**src/rtl/tmr_pkg.sv**
```systemverilog
`timescale 1ns/1ps
package tmr_pkg;
  localparam int DATA_W  = 8;
  localparam int PRE_W   = 8;
  localparam int RATIO_W = 3;
  localparam int CNT_W   = 2 * DATA_W;

  typedef enum logic [1:0] {
    SEL_LO   = 2'd0,
    SEL_HI   = 2'd1,
    SEL_CTRL = 2'd2,
    SEL_IRQ  = 2'd3
  } tmr_sel_e;

  typedef struct packed {
    logic               run;
    logic               eight_bit;
    logic               ext_src;
    logic               fall_edge;
    logic               bypass;
    logic [RATIO_W-1:0] ratio;
  } tmr_ctrl_t;

  localparam logic [DATA_W-1:0] CTRL_RESET = '1;

  // Prescaler terminal test: low (ratio+1) bits all ones before the step
  function automatic logic presc_hit(input logic [PRE_W-1:0] pc,
                                     input logic [RATIO_W-1:0] r);
    logic [PRE_W:0] span;
    span = ({{PRE_W{1'b0}}, 1'b1} << (r + 1)) - 1'b1;
    return &(pc | ~span[PRE_W-1:0]);
  endfunction

  function automatic logic [CNT_W-1:0] count_step(input logic [CNT_W-1:0] c,
                                                  input logic eight);
    logic [CNT_W-1:0] n;
    if (eight) n = {c[CNT_W-1:DATA_W], c[DATA_W-1:0] + 1'b1};
    else       n = c + 1'b1;
    return n;
  endfunction

  function automatic logic at_top(input logic [CNT_W-1:0] c, input logic eight);
    return eight ? (&c[DATA_W-1:0]) : (&c);
  endfunction
endpackage

```
**src/rtl/tmr_edge_sync.sv**
```systemverilog
`timescale 1ns/1ps
module tmr_edge_sync #(
  parameter int STAGES = 2
) (
  input  logic clk,
  input  logic rst_n,
  input  logic din,
  input  logic fall_sel,
  output logic edge_pulse
);
  logic [STAGES-1:0] chain_q;
  logic              prev_q;

  generate
    for (genvar i = 0; i < STAGES; i++) begin : g_stage
      if (i == 0) begin : g_first
        always_ff @(posedge clk or negedge rst_n)
          if (!rst_n) chain_q[0] <= 1'b0;
          else        chain_q[0] <= din;
      end else begin : g_next
        always_ff @(posedge clk or negedge rst_n)
          if (!rst_n) chain_q[i] <= 1'b0;
          else        chain_q[i] <= chain_q[i-1];
      end
    end
  endgenerate

  always_ff @(posedge clk or negedge rst_n)
    if (!rst_n) prev_q <= 1'b0;
    else        prev_q <= chain_q[STAGES-1];

  logic rise_w, fall_w;
  assign rise_w     =  chain_q[STAGES-1] & ~prev_q;
  assign fall_w     = ~chain_q[STAGES-1] &  prev_q;
  assign edge_pulse = fall_sel ? fall_w : rise_w;
endmodule

```
**src/rtl/tmr_prescaler.sv**
```systemverilog
`timescale 1ns/1ps
module tmr_prescaler
  import tmr_pkg::*;
(
  input  logic               clk,
  input  logic               rst_n,
  input  logic               clr,
  input  logic               bypass,
  input  logic [RATIO_W-1:0] ratio,
  input  logic               pulse_in,
  output logic               pulse_out,
  output logic [PRE_W-1:0]   pcnt
);
  always_ff @(posedge clk or negedge rst_n)
    if (!rst_n)                   pcnt <= '0;
    else if (clr)                 pcnt <= '0;
    else if (pulse_in && !bypass) pcnt <= pcnt + 1'b1;

  assign pulse_out = pulse_in & (bypass | presc_hit(pcnt, ratio));
endmodule

```
**src/rtl/tmr_hold.sv**
```systemverilog
`timescale 1ns/1ps
module tmr_hold #(
  parameter int HOLD_TICKS = 2
) (
  input  logic clk,
  input  logic rst_n,
  input  logic start,
  input  logic tick,
  output logic busy
);
  localparam int HW = $clog2(HOLD_TICKS + 1);
  localparam logic [HW-1:0] HOLD_INIT = HW'(HOLD_TICKS);
  logic [HW-1:0] left_q;

  always_ff @(posedge clk or negedge rst_n)
    if (!rst_n)                  left_q <= '0;
    else if (start)              left_q <= HOLD_INIT;
    else if (tick && left_q != 0) left_q <= left_q - 1'b1;

  assign busy = (left_q != '0);
endmodule

```
**src/rtl/tmr_unit.sv**
```systemverilog
`timescale 1ns/1ps
module tmr_unit
  import tmr_pkg::*;
#(
  parameter int SYNC_STAGES = 2,
  parameter int HOLD_TICKS  = 2
) (
  input  logic              clk,
  input  logic              rst_n,
  input  logic [1:0]        reg_sel,
  input  logic              wr_en,
  input  logic              rd_en,
  input  logic [DATA_W-1:0] wr_data,
  output logic [DATA_W-1:0] rd_data,
  input  logic              ext_in,
  input  logic              tick_en,
  input  logic              sleep_in,
  output logic              ovf_flag,
  output logic              irq
);
  tmr_ctrl_t         ctrl_q;
  logic [DATA_W-1:0] hbuf_q;
  logic [CNT_W-1:0]  cnt_q;
  logic              ien_q;
  logic              flag_q;

  // named internal events
  logic wr_lo, wr_hi, wr_ctrl, wr_irq, rd_lo;
  logic ext_edge, src_pulse, gated, bump, wrap, hold_busy, flag_clr;
  logic run_w, eight_w;
  logic [PRE_W-1:0] pcnt;

  assign wr_lo   = wr_en && (reg_sel == SEL_LO);
  assign wr_hi   = wr_en && (reg_sel == SEL_HI);
  assign wr_ctrl = wr_en && (reg_sel == SEL_CTRL);
  assign wr_irq  = wr_en && (reg_sel == SEL_IRQ);
  assign rd_lo   = rd_en && (reg_sel == SEL_LO);
  assign run_w   = ctrl_q.run;
  assign eight_w = ctrl_q.eight_bit;

  tmr_edge_sync #(.STAGES(SYNC_STAGES)) u_sync (
    .clk(clk), .rst_n(rst_n), .din(ext_in),
    .fall_sel(ctrl_q.fall_edge), .edge_pulse(ext_edge)
  );

  tmr_hold #(.HOLD_TICKS(HOLD_TICKS)) u_hold (
    .clk(clk), .rst_n(rst_n), .start(wr_lo), .tick(tick_en), .busy(hold_busy)
  );

  assign src_pulse = ctrl_q.ext_src ? ext_edge : tick_en;
  assign gated     = src_pulse && ctrl_q.run && !sleep_in && !hold_busy && !wr_lo;

  tmr_prescaler u_pre (
    .clk(clk), .rst_n(rst_n), .clr(wr_lo), .bypass(ctrl_q.bypass),
    .ratio(ctrl_q.ratio), .pulse_in(gated), .pulse_out(bump), .pcnt(pcnt)
  );

  assign wrap     = bump && at_top(cnt_q, ctrl_q.eight_bit);
  assign flag_clr = wr_irq && wr_data[0];

  always_ff @(posedge clk or negedge rst_n)
    if (!rst_n) cnt_q <= '0;
    else if (wr_lo)
      cnt_q <= {(ctrl_q.eight_bit ? cnt_q[CNT_W-1:DATA_W] : hbuf_q), wr_data};
    else if (bump)
      cnt_q <= count_step(cnt_q, ctrl_q.eight_bit);

  always_ff @(posedge clk or negedge rst_n)
    if (!rst_n)     hbuf_q <= '0;
    else if (wr_hi) hbuf_q <= wr_data;
    else if (rd_lo) hbuf_q <= cnt_q[CNT_W-1:DATA_W];

  always_ff @(posedge clk or negedge rst_n)
    if (!rst_n)       ctrl_q <= tmr_ctrl_t'(CTRL_RESET);
    else if (wr_ctrl) ctrl_q <= tmr_ctrl_t'(wr_data);

  always_ff @(posedge clk or negedge rst_n)
    if (!rst_n)      ien_q <= 1'b0;
    else if (wr_irq) ien_q <= wr_data[1];

  always_ff @(posedge clk or negedge rst_n)
    if (!rst_n)        flag_q <= 1'b0;
    else if (wrap)     flag_q <= 1'b1;
    else if (flag_clr) flag_q <= 1'b0;

  always_comb begin
    rd_data = '0;
    if (rd_en) begin
      unique case (tmr_sel_e'(reg_sel))
        SEL_LO:   rd_data = cnt_q[DATA_W-1:0];
        SEL_HI:   rd_data = hbuf_q;
        SEL_CTRL: rd_data = ctrl_q;
        SEL_IRQ:  rd_data = {{(DATA_W-2){1'b0}}, ien_q, flag_q};
      endcase
    end
  end

  assign ovf_flag = flag_q;
  assign irq      = flag_q & ien_q;
endmodule

```
**config.mk**
```make
export PLATFORM = sky130hd
export DESIGN_NAME = tmr_unit
export DESIGN_NICKNAME = d
export VERILOG_FILES = /design/src/rtl/tmr_pkg.sv /design/src/rtl/tmr_edge_sync.sv /design/src/rtl/tmr_prescaler.sv /design/src/rtl/tmr_hold.sv /design/src/rtl/tmr_unit.sv
export SDC_FILE = /design/constraint.sdc
export NUM_CORES = 1
export LEC_CHECK = 0
export BUFFER_PORTS_ARGS = -buffer_cell sky130_fd_sc_hd__buf_2
export CAP_MARGIN = 20
export CORE_MARGIN = 2
export CORE_UTILIZATION = 64
export CTS_CLUSTER_SIZE = 12
export DETAILED_ROUTE_END_ITERATION = 8
export PLACE_DENSITY = 0.87
export REMOVE_ABC_BUFFERS = 1
export SKIP_CTS_REPAIR_TIMING = 1
export SYNTH_ARGS = -nofsm -noshare
export SYNTH_HDL_FRONTEND = slang
export SYNTH_SLANG_ARGS = --single-unit
```
**constraint.sdc**
```tcl
create_clock -name clk -period 7.8 [get_ports clk]
set_input_delay 1.17 -clock clk [delete_from_list [all_inputs] [get_ports clk]]
set_output_delay 1.17 -clock clk [all_outputs]
set_load 0.05 [all_outputs]
```
==> Yosys cells after proc, flatten, opt, wreduce, memory -nomap -nowiden <==
Cells that the tools add are included.
{ "classes": {"addsub": 6, "eq_ne": 5, "shift": 1, "n_mux": 17, "n_bitwise": 9, "reduce_logical": 28} }
{ "op_table": {"columns": ["cell", "n"], "rows": [
  ["$mux 16", 3],
  ["$mux 8", 6],
  ["$pmux 8 s4", 1],
  ["$shl 1x32->8 const A", 1],
  ["$add 16x1->16 const B", 1],
  ["$add 8x1->8 const B", 2],
  ["$reduce_and 16->1", 1],
  ["$reduce_and 8->1", 2],
  ["$logic_and 1x1->1", 13],
  ["$reduce_bool 2->1", 6],
  ["$not 8->8", 1],
  ["$or 8x8->8", 1],
  ["$sub 8x1->8 const B", 1],
  ["$mux 1", 5],
  ["$add 3x1->4 const B", 1],
  ["$and 1x1->1", 4],
  ["$eq 2x2->1 const B", 2],
  ["$logic_not 1->1", 4],
  ["$mux 2", 2],
  ["$ne 2x2->1 const B", 2],
  ["$reduce_and 3->1", 1],
  ["$eq 2x1->1 const B", 1],
  ["$logic_not 2->1", 1],
  ["$not 1->1", 2],
  ["2 further kinds", 2]
]} }
{ "word_totals": {"register_bits": 47, "input_bits": 17, "out_inout_bits": 10, "elab_cells": 82} }

==> Depth between registers and ports, before layout <==
Gate-level depths: netlist of the first run.
{ "depth": {"word_depth": 11, "mapped_depth": 9, "mapped_depth_nobuf": 8} }

==> Cells and area by module <==
From an unflattened synthesis of the first run, not the netlist that was laid out.
{ "unflattened": {"hier_cells": 295, "area_unflattened_um2": 2798.9} }
{ "modules_own_cells": {"columns": ["mod", "n_inst", "cells_per_inst", "area_each_um2", "seq_area_each_um2"], "rows": [
  ["tmr_unit", 1, 216, 2025.7, 860.8],
  ["tmr_prescaler", 1, 60, 546.8, 200.2],
  ["tmr_hold", 1, 13, 128.9, 50.0],
  ["tmr_edge_sync", 1, 6, 97.6, 75.1]
]} }

==> Worst setup path after synthesis of the first run <==
Ideal clock, no wire load.
{ "synth_path": {"path_type": "input -> output", "startpoint": "input reg_sel[0]", "endpoint": "output rd_data[2]", "arrival_time_ns": 2.422, "t_required_ns": 6.630, "path_slack_ns": 4.208, "path_stages": 6, "path_buffers": 2, "cell_sequence": "buf_4 clkbuf_1 nor2b_1 nand2_1 o21ai_0 and2_1"} }
{ "synth_between": {"elab_chain_cells": 3, "word_cells_on_any_way": 6, "cone_classes": "eq/ne (3); mux (2); reduce/logical (1)"} }
{ "synth_rtl": {"columns": ["item", "line_no", "source"], "rows": [
  ["start, declared", "tmr_unit.sv:10", "input logic [1:0] reg_sel,"],
  ["$eq 2x2->1 (tied with other cells)", "tmr_unit.sv:89", "unique case (tmr_sel_e'(reg_sel))"],
  ["$pmux 8 s4 *", "tmr_unit.sv:89", null],
  ["$mux 8 *", "tmr_unit.sv:88", "if (rd_en) begin"],
  ["end, declared", "tmr_unit.sv:14", "output logic [DATA_W-1:0] rd_data,"]
]} }
Every way passes the cells marked *; elsewhere a longest branch is shown, timed or not.

==> Worst setup path after layout of the first run <==
{ "layout_path": {"startpoint": "input reg_sel[1]", "endpoint": "output rd_data[3]"} }
Same word-level chain as after synthesis.

==> report_table.html, run 1 <==
<table>
<tr><th>Metric</th><th>Value</th></tr>
<tr><th colspan="2">Yosys</th></tr>
<tr><td>Post-synth EDFFs</td><td>0</td></tr>
<tr><td>Post-synth ARST share</td><td>100%</td></tr>
<tr><td>Sequential cell area fraction in the yosys report</td><td>41.7%</td></tr>
<tr><td>Post-synthesis sequential element count</td><td>47</td></tr>
<tr><td>Yosys top cell area share</td><td>34.3%</td></tr>
<tr><td>Netlist cell types</td><td>56</td></tr>
<tr><td>Synthesized instance count</td><td>294</td></tr>
<tr><td>Most common flop cell mapped by yosys</td><td>sky130_fd_sc_hd__dfrtp_1</td></tr>
<tr><td>Post-synthesis instance area</td><td>2840 sq um</td></tr>
<tr><td>Most frequent cell after synthesis</td><td>sky130_fd_sc_hd__dfrtp_1</td></tr>
<tr><td>Yosys warning count</td><td>0</td></tr>
<tr><td>Post-synth top area cell</td><td>sky130_fd_sc_hd__dfrtp_1</td></tr>
<tr><td>Avg Synthesized Cell Area</td><td>9.67 sq um</td></tr>
<tr><td>Ranking of synthesized cells by instance count</td><td>39 x sky130_fd_sc_hd__dfrtp_1, 36 x sky130_fd_sc_hd__nand2_1, 23 x sky130_fd_sc_hd__nor2_1, 23 x sky130_fd_sc_hd__o21ai_0, 16 x sky130_fd_sc_hd__mux2i_1</td></tr>
<tr><td>Top area cells in the synthesized netlist</td><td>sky130_fd_sc_hd__dfrtp_1 34%, sky130_fd_sc_hd__dfstp_2 7.4%, sky130_fd_sc_hd__mux2i_1 5.6%, sky130_fd_sc_hd__nand2_1 4.8%, sky130_fd_sc_hd__xor2_1 4.3%</td></tr>
<tr><th colspan="2">Cells and area</th></tr>
<tr><td>Share of the core filled with cells</td><td>71.7%</td></tr>
<tr><td>Number of standard cells in the layout, taps in and fillers out</td><td>368</td></tr>
<tr><td>Share of final-layout standard cells stronger than drive strength 1</td><td>22.5%</td></tr>
<tr><td>Post-layout net count</td><td>336</td></tr>
<tr><td>Antenna Diode Count</td><td>0</td></tr>
<tr><td>Area growth from synthesis to layout</td><td>9.02%</td></tr>
<tr><th colspan="2">STA</th></tr>
<tr><td>Highest attainable clock frequency</td><td>0.275 GHz</td></tr>
<tr><td>Final worst clock skew</td><td>0.00523 ns</td></tr>
<tr><td>Slew Limit Fails</td><td>0</td></tr>
<tr><td>Number of hold-slack violations in the final timing report</td><td>0</td></tr>
<tr><td>Final worst path period share</td><td>46.7%</td></tr>
<tr><td>Setup TNS after final layout</td><td>0 ns</td></tr>
<tr><td>RSZ-0062 raised after global routing</td><td>false</td></tr>
<tr><td>Headroom to the max-slew limit</td><td>57.5%</td></tr>
<tr><td>Final Critical Period</td><td>3.64 ns</td></tr>
<tr><td>Final count of negative-setup-slack endpoints</td><td>0</td></tr>
<tr><td>Slew at the pin closest to its max-slew limit</td><td>0.635 ns</td></tr>
<tr><th colspan="2">Critical path</th></tr>
<tr><td>Worst Setup Start Kind</td><td>primary input</td></tr>
<tr><td>Cell type with the highest occurrence count on the critical path</td><td>sky130_fd_sc_hd__buf_2</td></tr>
<tr><td>Cell-by-cell trace of the critical path</td><td>buf_2, nor2b_1, nand2_1, o21ai_0, and2_1, buf_2</td></tr>
<tr><td>Largest delay contributor family on the critical path</td><td>simple AND/OR/NAND/NOR gates</td></tr>
<tr><td>Worst Path Class, Setup</td><td>in2out</td></tr>
<tr><td>Data arrival, critical path</td><td>2.47 ns</td></tr>
<tr><td>Endpoint class of the critical path</td><td>output port</td></tr>
<tr><td>Slowest cell on the critical path</td><td>sky130_fd_sc_hd__nor2b_1</td></tr>
<tr><td>Longest individual stage delay on the worst path</td><td>0.42 ns</td></tr>
<tr><td>Req. time, crit path</td><td>6.63 ns</td></tr>
<tr><td>Worst path buffer plus inverter count</td><td>2</td></tr>
<tr><td>CP max FO</td><td>16</td></tr>
<tr><th colspan="2">Placed design</th></tr>
<tr><td>Final HPWL from detailed placement</td><td>4370 um</td></tr>
<tr><td>Routability congestion estimate</td><td>0.887</td></tr>
<tr><td>Number of port buffers</td><td>26</td></tr>
<tr><td>Placed Cells</td><td>359</td></tr>
<tr><th colspan="2">Global routing</th></tr>
<tr><td>Number of global-route vias before repair</td><td>2154</td></tr>
<tr><td>Gr busiest metal</td><td>met2</td></tr>
<tr><td>Total overflow reported by the global router</td><td>0</td></tr>
<tr><td>GRT met3 Usage</td><td>5.13%</td></tr>
<tr><td>Met1 track demand over resource</td><td>37.0%</td></tr>
<tr><td>Wire length of the first global-routing pass</td><td>10400 um</td></tr>
<tr><td>Maximum number of pins on one net before global-route repair</td><td>48</td></tr>
<tr><td>Global routing usage summed across all routing layers</td><td>26.3%</td></tr>
<tr><td>M2 GR Usage</td><td>40.1%</td></tr>
<tr><td>Antenna violations before repair</td><td>0</td></tr>
<tr><th colspan="2">Route</th></tr>
<tr><td>Antenna violation net count after detailed routing</td><td>0</td></tr>
<tr><td>Number of design-rule violations left by the first detailed-router iteration</td><td>264</td></tr>
<tr><td>Post-detailed-route wirelength per cell</td><td>16.6 um</td></tr>
<tr><td>Via total after detailed routing</td><td>2312</td></tr>
<tr><td>Via density per instance</td><td>6.28</td></tr>
<tr><td>Pre-Repair DR Iteration Count</td><td>4</td></tr>
<tr><td>Detailed-route wire length</td><td>6120 um</td></tr>
<tr><td>Drc violations</td><td>0</td></tr>
<tr><th colspan="2">Pwr</th></tr>
<tr><td>Total leakage power</td><td>1.33 nW</td></tr>
<tr><td>Total power draw</td><td>0.664 mW</td></tr>
<tr><td>Max VDD drop</td><td>0.149 mV</td></tr>
<tr><td>Pwr Density</td><td>214 nW/um^2</td></tr>
<tr><th colspan="2">Die</th></tr>
<tr><td>Core Footprint</td><td>4320 sq um</td></tr>
<tr><td>Number of top-level design ports</td><td>27</td></tr>
<tr><td>Area of the die</td><td>4990 sq um</td></tr>
<tr><td>Number of placement rows</td><td>24</td></tr>
<tr><td>Initial cell density of the core</td><td>65.7%</td></tr>
<tr><td>Horiz. Die Dim</td><td>70.6 um</td></tr>
<tr><td>Die span in y</td><td>70.6 um</td></tr>
<tr><th colspan="2">CTS</th></tr>
<tr><td>Clock sinks</td><td>47</td></tr>
<tr><td>Number of buffers inserted during clock tree synthesis</td><td>5</td></tr>
<tr><td>Number of H-tree branching levels</td><td>2</td></tr>
<tr><td>Clock root cell</td><td>sky130_fd_sc_hd__clkbuf_8</td></tr>
<tr><td>TritonCTS clock tree</td><td>done</td></tr>
<tr><td>Maximum number of buffers from clock root to sink</td><td>2</td></tr>
<tr><td>Clock slew at reported path FFs</td><td>0.08 ns</td></tr>
<tr><td>Clock latency of the later-clocked register in the worst-skew pair</td><td>0.31 ns</td></tr>
<tr><th colspan="2">Worst hold path</th></tr>
<tr><td>Worst hold path class</td><td>reg2reg</td></tr>
<tr><th colspan="2">Run status</th></tr>
<tr><td>Run status</td><td>finished clean</td></tr>
<tr><th colspan="2">Flow run</th></tr>
<tr><td>Number of maximum-capacitance constraint violations</td><td>0</td></tr>
</table>
[layout make-up]
| class | instances | area, sq um |
|---|---|---|
| multi-input cells | 225 | 1540 |
| well taps | 52 | 65.1 |
| repair buffers | 29 | 165 |
| flip-flops and latches | 47 | 1190 |
| inverters | 7 | 26.3 |
| clock buffers | 5 | 68.8 |
| clock inverters | 3 | 43.8 |
| fillers | 328 | 1220 |
[where the power goes]
group	total [mW]	internal, mW	switching (mW)
Clock	0.180	0.0954	0.0848
Sequential	0.329	0.286	0.0428
Combinational	0.154	0.0673	0.0868
[metrics by stage]
| step | hold slack, ns | instance area (sq um) | worst slack (ns) |
|---|---|---|---|
| after CTS | 0.357 | 3080 | 4.18 |
| after floorplan | 0.331 | 2750 | 3.55 |
| final | 0.354 | 3100 | 4.16 |
| after global placement | 0.335 | 2970 | 4.22 |
| after global routing | 0.366 | 3100 | 4.01 |
| after detailed placement | 0.336 | 2970 | 4.19 |
[cells in the final DEF, fill, tap and decap left out, types with 4 or more instances in the layout]
cell type                  netlist  routed
sky130_fd_sc_hd__nand3_1        13      13
sky130_fd_sc_hd__buf_2           0      26
sky130_fd_sc_hd__xor2_1         14      14
sky130_fd_sc_hd__ha_1            4       4
sky130_fd_sc_hd__a21oi_1         6       6
sky130_fd_sc_hd__clkbuf_8        2       5
sky130_fd_sc_hd__mux2_2          9       9
sky130_fd_sc_hd__o21ai_0        23      23
sky130_fd_sc_hd__dfrtp_1        39      39
sky130_fd_sc_hd__mux2i_1        16      16
sky130_fd_sc_hd__o21ai_1         6       6
sky130_fd_sc_hd__nand4_1         8       8
sky130_fd_sc_hd__nor2_1         23      23
sky130_fd_sc_hd__and2_1         11      11
sky130_fd_sc_hd__inv_1           7       7
sky130_fd_sc_hd__nand2_1        36      36
sky130_fd_sc_hd__dfstp_2         8       8
[logic make-up after synthesis]
family / count (synthesis) / synth area share, %
AO/OA/AOI/OAI: 58 / 14.9
XOR/XNOR: 15 / 4.62
adder cells (fa/ha/maj): 4 / 1.76
buffers and inverters: 22 / 4.14
flip-flops: 47 / 41.7
multiplexers: 27 / 10.8
other: 1 / 0.132
AND/OR/NAND/NOR: 120 / 21.9
[worst paths after layout]
check,end,cells after the start,slack (ns),start
max,rd_data[3],6,4.16,reg_sel[1]
min,u_sync.chain_q[1],0,0.35,u_sync.chain_q[0]
max reg2reg,cnt_q[14],7,4.93,ctrl_q[2]
min reg2reg,u_sync.chain_q[1],0,0.35,u_sync.chain_q[0]
max in group asynchronous,ctrl_q[1],2,6.62,rst_n
min in group asynchronous,u_hold.left_q[1],1,0.68,rst_n
[registers in the layout, summed over array words and instances (netlist names)]
register and count:
ien_q 1, run_w 1, ctrl_q 6, ovf_flag 1, u_sync.chain_q 2, cnt_q 16
hbuf_q 8, u_pre.pcnt 8, u_sync.prev_q 1, u_hold.left_q 2, eight_w 1
[routing by layer]
layer / up-vias / wire length [um]
met4: 0 / 170
li1: 1105 / -
met2: 83 / 2860
met5: - / 0
met1: 1107 / 2740
met3: 17 / 345
[worst register-to-register path, stage by stage (launching register included)]
cell and delay [ns]:
sky130_fd_sc_hd__dfstp_2 0.41, sky130_fd_sc_hd__or3_2 0.47, sky130_fd_sc_hd__ha_1 0.29, sky130_fd_sc_hd__o221ai_1 0.15, sky130_fd_sc_hd__o41ai_4 0.63, sky130_fd_sc_hd__nand3_1 0.29
sky130_fd_sc_hd__a21o_2 0.32, sky130_fd_sc_hd__o32a_2 0.19
Power figures use the tool's default switching activity.
==> run 2, diff against run 1 <==
--- a/config.mk
+++ b/config.mk
@@ -8,10 +8,10 @@
 export BUFFER_PORTS_ARGS = -buffer_cell sky130_fd_sc_hd__buf_2
 export CAP_MARGIN = 20
 export CORE_MARGIN = 2
-export CORE_UTILIZATION = 64
+export CORE_UTILIZATION = 59
 export CTS_CLUSTER_SIZE = 12
 export DETAILED_ROUTE_END_ITERATION = 8
-export PLACE_DENSITY = 0.87
+export PLACE_DENSITY = 0.81
 export REMOVE_ABC_BUFFERS = 1
 export SKIP_CTS_REPAIR_TIMING = 1
 export SYNTH_ARGS = -nofsm -noshare
==> constraint.sdc (replaced) <==
create_clock -name clk -period 3.4 [get_ports clk]
set_input_delay 0.51 -clock clk [delete_from_list [all_inputs] [get_ports clk]]
set_output_delay 0.51 -clock clk [all_outputs]
set_load 0.05 [all_outputs]
==> run 2 against run 1 <==
Against the previous run:
- non-clock buffer count did not move
- register-to-register slack got worse by 4.2 ns
- sequential share of layout area rose by 0.23 points
- utilization fell by 6.0 points
- cell count rose by 0.54%
- clock-buffer cell count rose by 2
- critical path depth rose by 1
- via count rose by 0.43%
- setup slack got worse by 3.5 ns
- die area rose by 8.0%
- global-route usage fell by 0.36 points
- critical endpoint is now cnt_q[14]
==> report_table.html, run 2 (synthesis results as in run 1) <==
<table>
<tr><th>Metric</th><th>Value</th></tr>
<tr><th colspan="2">Pwr</th></tr>
<tr><td>Clock power frac</td><td>23.9% (-3.3 points)</td></tr>
<tr><td>Max VDD drop</td><td>0.254 mV (+71%)</td></tr>
<tr><td>Psw</td><td>0.484 mW (+130%)</td></tr>
<tr><td>Switching share of power</td><td>33.2% (+0.85 points)</td></tr>
<tr><td>Pint</td><td>0.975 mW (+120%)</td></tr>
<tr><td>Gate power share</td><td>24.3% (+1.1 points)</td></tr>
<tr><td>Pwr Density</td><td>474 nW/um^2 (+120%)</td></tr>
<tr><td>Total leakage power</td><td>1.32 nW (-0.74%)</td></tr>
<tr><td>Total power draw</td><td>1.46 mW (+120%)</td></tr>
<tr><td>Portion of total power attributed to sequential cells</td><td>51.7% (+2.1 points)</td></tr>
<tr><th colspan="2">CTS</th></tr>
<tr><td>Clock latency of the later-clocked register in the worst-skew pair</td><td>0.30 ns (about the same)</td></tr>
<tr><td>Clock sinks</td><td>47 (unchanged)</td></tr>
<tr><td>Number of buffers inserted during clock tree synthesis</td><td>5 (unchanged)</td></tr>
<tr><td>Clock slew at reported path FFs</td><td>0.09 ns (about the same)</td></tr>
<tr><td>TritonCTS clock tree</td><td>done</td></tr>
<tr><td>Clock root cell</td><td>sky130_fd_sc_hd__clkbuf_8</td></tr>
<tr><td>Maximum number of buffers from clock root to sink</td><td>2 (unchanged)</td></tr>
<tr><td>Number of H-tree branching levels</td><td>2 (unchanged)</td></tr>
<tr><th colspan="2">Route</th></tr>
<tr><td>Via density per instance</td><td>6.28 (-0.11%)</td></tr>
<tr><td>Pre-Repair DR Iteration Count</td><td>5 (+1)</td></tr>
<tr><td>Antenna violation net count after detailed routing</td><td>0 (unchanged)</td></tr>
<tr><td>Number of design-rule violations left by the first detailed-router iteration</td><td>210 (-20%)</td></tr>
<tr><td>Via total after detailed routing</td><td>2322 (+0.43%)</td></tr>
<tr><td>Drc violations</td><td>0 (unchanged)</td></tr>
<tr><td>Post-detailed-route wirelength per cell</td><td>16.9 um (+1.8%)</td></tr>
<tr><td>Detailed-route wire length</td><td>6260 um (+2.4%)</td></tr>
<tr><th colspan="2">Placed design</th></tr>
<tr><td>Final HPWL from detailed placement</td><td>4480 um (+2.5%)</td></tr>
<tr><td>Number of port buffers</td><td>26 (unchanged)</td></tr>
<tr><td>Routability congestion estimate</td><td>0.917 (+3.4%)</td></tr>
<tr><td>Post-detailed-placement cell area</td><td>2970 sq um (about the same)</td></tr>
<tr><th colspan="2">Cells and area</th></tr>
<tr><td>Layout fillers</td><td>372 (+13%)</td></tr>
<tr><td>Post-layout net count</td><td>336 (unchanged)</td></tr>
<tr><td>Final non-filler cell area</td><td>3080 sq um (-0.61%)</td></tr>
<tr><td>Share of final-layout standard cells stronger than drive strength 1</td><td>22.2% (-0.32 points)</td></tr>
<tr><td>Leading cell type in the layout, fill and taps excluded</td><td>sky130_fd_sc_hd__dfrtp_1</td></tr>
<tr><td>Top flop regs</td><td>cnt_q x16, hbuf_q x8, u_pre.pcnt x8</td></tr>
<tr><td>Top library cells by usage in the layout, fill and taps aside</td><td>39 x sky130_fd_sc_hd__dfrtp_1, 36 x sky130_fd_sc_hd__nand2_1, 26 x sky130_fd_sc_hd__buf_2</td></tr>
<tr><td>Antenna Diode Count</td><td>0 (unchanged)</td></tr>
<tr><td>Number of flip-flops under the largest register name</td><td>16 (unchanged)</td></tr>
<tr><td>Share of the core filled with cells</td><td>65.7% (-6.0 points)</td></tr>
<tr><td>Area growth from synthesis to layout</td><td>8.36%</td></tr>
<tr><td>Register containing the most flip-flops in the final layout</td><td>cnt_q</td></tr>
<tr><th colspan="2">Critical path</th></tr>
<tr><td>Worst Path Class, Setup</td><td>reg2reg</td></tr>
<tr><td>Req. time, crit path</td><td>3.58 ns (-3.05 ns)</td></tr>
<tr><td>Longest individual stage delay on the worst path</td><td>0.62 ns (+0.20 ns)</td></tr>
<tr><td>Endpoint class of the critical path</td><td>flip-flop</td></tr>
<tr><td>Data arrival, critical path</td><td>2.89 ns (+0.42 ns)</td></tr>
<tr><td>Worst Setup Start Kind</td><td>flip-flop</td></tr>
<tr><td>Slowest cell on the critical path</td><td>sky130_fd_sc_hd__o41ai_4</td></tr>
<tr><td>Cell-by-cell trace of the critical path</td><td>or3_2, ha_1, o221ai_1, o41ai_4, nand3_1, a21o_2, o32a_2</td></tr>
<tr><td>CP max FO</td><td>10 (-6)</td></tr>
<tr><th colspan="2">Global routing</th></tr>
<tr><td>Maximum number of pins on one net before global-route repair</td><td>48 (unchanged)</td></tr>
<tr><td>Antenna violations before repair</td><td>0 (unchanged)</td></tr>
<tr><td>Global routing usage summed across all routing layers</td><td>25.9% (-0.36 points)</td></tr>
<tr><td>Wire length of the first global-routing pass</td><td>10700 um (+3.1%)</td></tr>
<tr><td>Total overflow reported by the global router</td><td>0 (unchanged)</td></tr>
<tr><td>Number of global-route vias before repair</td><td>2208 (+2.5%)</td></tr>
<tr><th colspan="2">STA</th></tr>
<tr><td>Headroom to the max-slew limit</td><td>58.2% (+0.69 points)</td></tr>
<tr><td>Final count of negative-setup-slack endpoints</td><td>0 (unchanged)</td></tr>
<tr><td>Final worst clock skew</td><td>0.00627 ns (+0.00104 ns)</td></tr>
<tr><td>Slew at the pin closest to its max-slew limit</td><td>0.625 ns (-0.0103 ns)</td></tr>
<tr><td>Final worst path period share</td><td>79.6%</td></tr>
<tr><td>Number of hold-slack violations in the final timing report</td><td>0 (unchanged)</td></tr>
<tr><td>RSZ-0062 raised after global routing</td><td>false</td></tr>
<tr><td>Final Critical Period</td><td>2.71 ns</td></tr>
<tr><td>Highest attainable clock frequency</td><td>0.370 GHz</td></tr>
<tr><td>Slew Limit Fails</td><td>0 (unchanged)</td></tr>
<tr><th colspan="2">Die</th></tr>
<tr><td>Number of placement rows</td><td>25 (+4.2%)</td></tr>
<tr><td>Number of top-level design ports</td><td>27 (unchanged)</td></tr>
<tr><td>Area of the die</td><td>5390 sq um (+8.0%)</td></tr>
<tr><td>Horiz. Die Dim</td><td>73.4 um (+3.9%)</td></tr>
<tr><td>Core Footprint</td><td>4690 sq um (+8.5%)</td></tr>
<tr><td>Die span in y</td><td>73.4 um (+3.9%)</td></tr>
<tr><td>Initial cell density of the core</td><td>60.6% (-5.2 points)</td></tr>
<tr><th colspan="2">Run status</th></tr>
<tr><td>Run status</td><td>finished clean</td></tr>
<tr><th colspan="2">Worst hold path</th></tr>
<tr><td>Worst hold path class</td><td>in2async</td></tr>
<tr><th colspan="2">Flow run</th></tr>
<tr><td>Number of maximum-capacitance constraint violations</td><td>0 (unchanged)</td></tr>
</table>
## run 2: cell count changes in the layout (fill, tap and decap cells not counted), sizes merged
cell    change
clkbuf      +2
clkinv      -1
bufinv      -1
## run 2: metrics by stage
stage / cells / setup WS (ns) / hold slack, ns / setup TNS [ns]
floorplan: 279 / -0.187 / 0.214 / -2.13
global placement: 361 / 0.767 / 0.336 / 0
detailed placement: 361 / 0.721 / 0.343 / 0
CTS: 369 / 0.710 / 0.304 / 0
global route: 370 / 0.513 / 0.150 / 0
finish: 370 / 0.694 / 0.136 / 0
## run 2: power by group through the flow
stage | Clock, mW | Combinational, mW | Sequential (mW)
after global routing | 0.376 | 0.401 | 0.765
after floorplan | 0 | 0.268 | 0.731
after detailed placement | 0 | 0.354 | 0.763
after CTS | 0.358 | 0.355 | 0.752
after global placement | 0 | 0.340 | 0.757
final | 0.349 | 0.355 | 0.755
## run 2: final timing paths
path	slack [ns]	startpoint	end	depth (start not counted)
setup / recovery	0.69	ctrl_q[2]	cnt_q[14]	7
hold / removal	0.14	rst_n	u_hold.left_q[1]	1
setup reg to reg	0.69	ctrl_q[2]	cnt_q[14]	7
hold reg to reg	0.36	u_sync.chain_q[0]	u_sync.chain_q[1]	0
max in group asynchronous	2.70	rst_n	ctrl_q[0]	2
min in group clk	0.32	ext_in	u_sync.chain_q[0]	1
## run 2: critical path, delay by kind of cell, from the launching register on
| family | cells | cell delay (ns) |
|---|---|---|
| AOI/OAI and AO/OA | 4 | 1.24 |
| and+or+nand+nor | 2 | 0.66 |
| adders and majority gates | 1 | 0.28 |
| DFF | 1 | 0.41 |
## run 2: per-layer routing
layer / routed length, um / global-route usage (%)
met1: 2780 / 36.9
met2: 3010 / 40.1
met3: 398 / 4.39
met4: 76 / 8.89
met5: 0 / 0
## run 2: area by class of cell
| type | instances | area (sq um) | area share [%] |
|---|---|---|---|
| multi-input cells | 225 | 1540 | 50.1 |
| flip-flops and latches | 47 | 1190 | 38.5 |
| well taps | 54 | 67.6 | 2.19 |
| clock buffers | 7 | 86.3 | 2.80 |
| clock inverters | 1 | 5.00 | 0.162 |
| inverters | 7 | 26.3 | 0.853 |
| repair buffers | 29 | 165 | 5.36 |
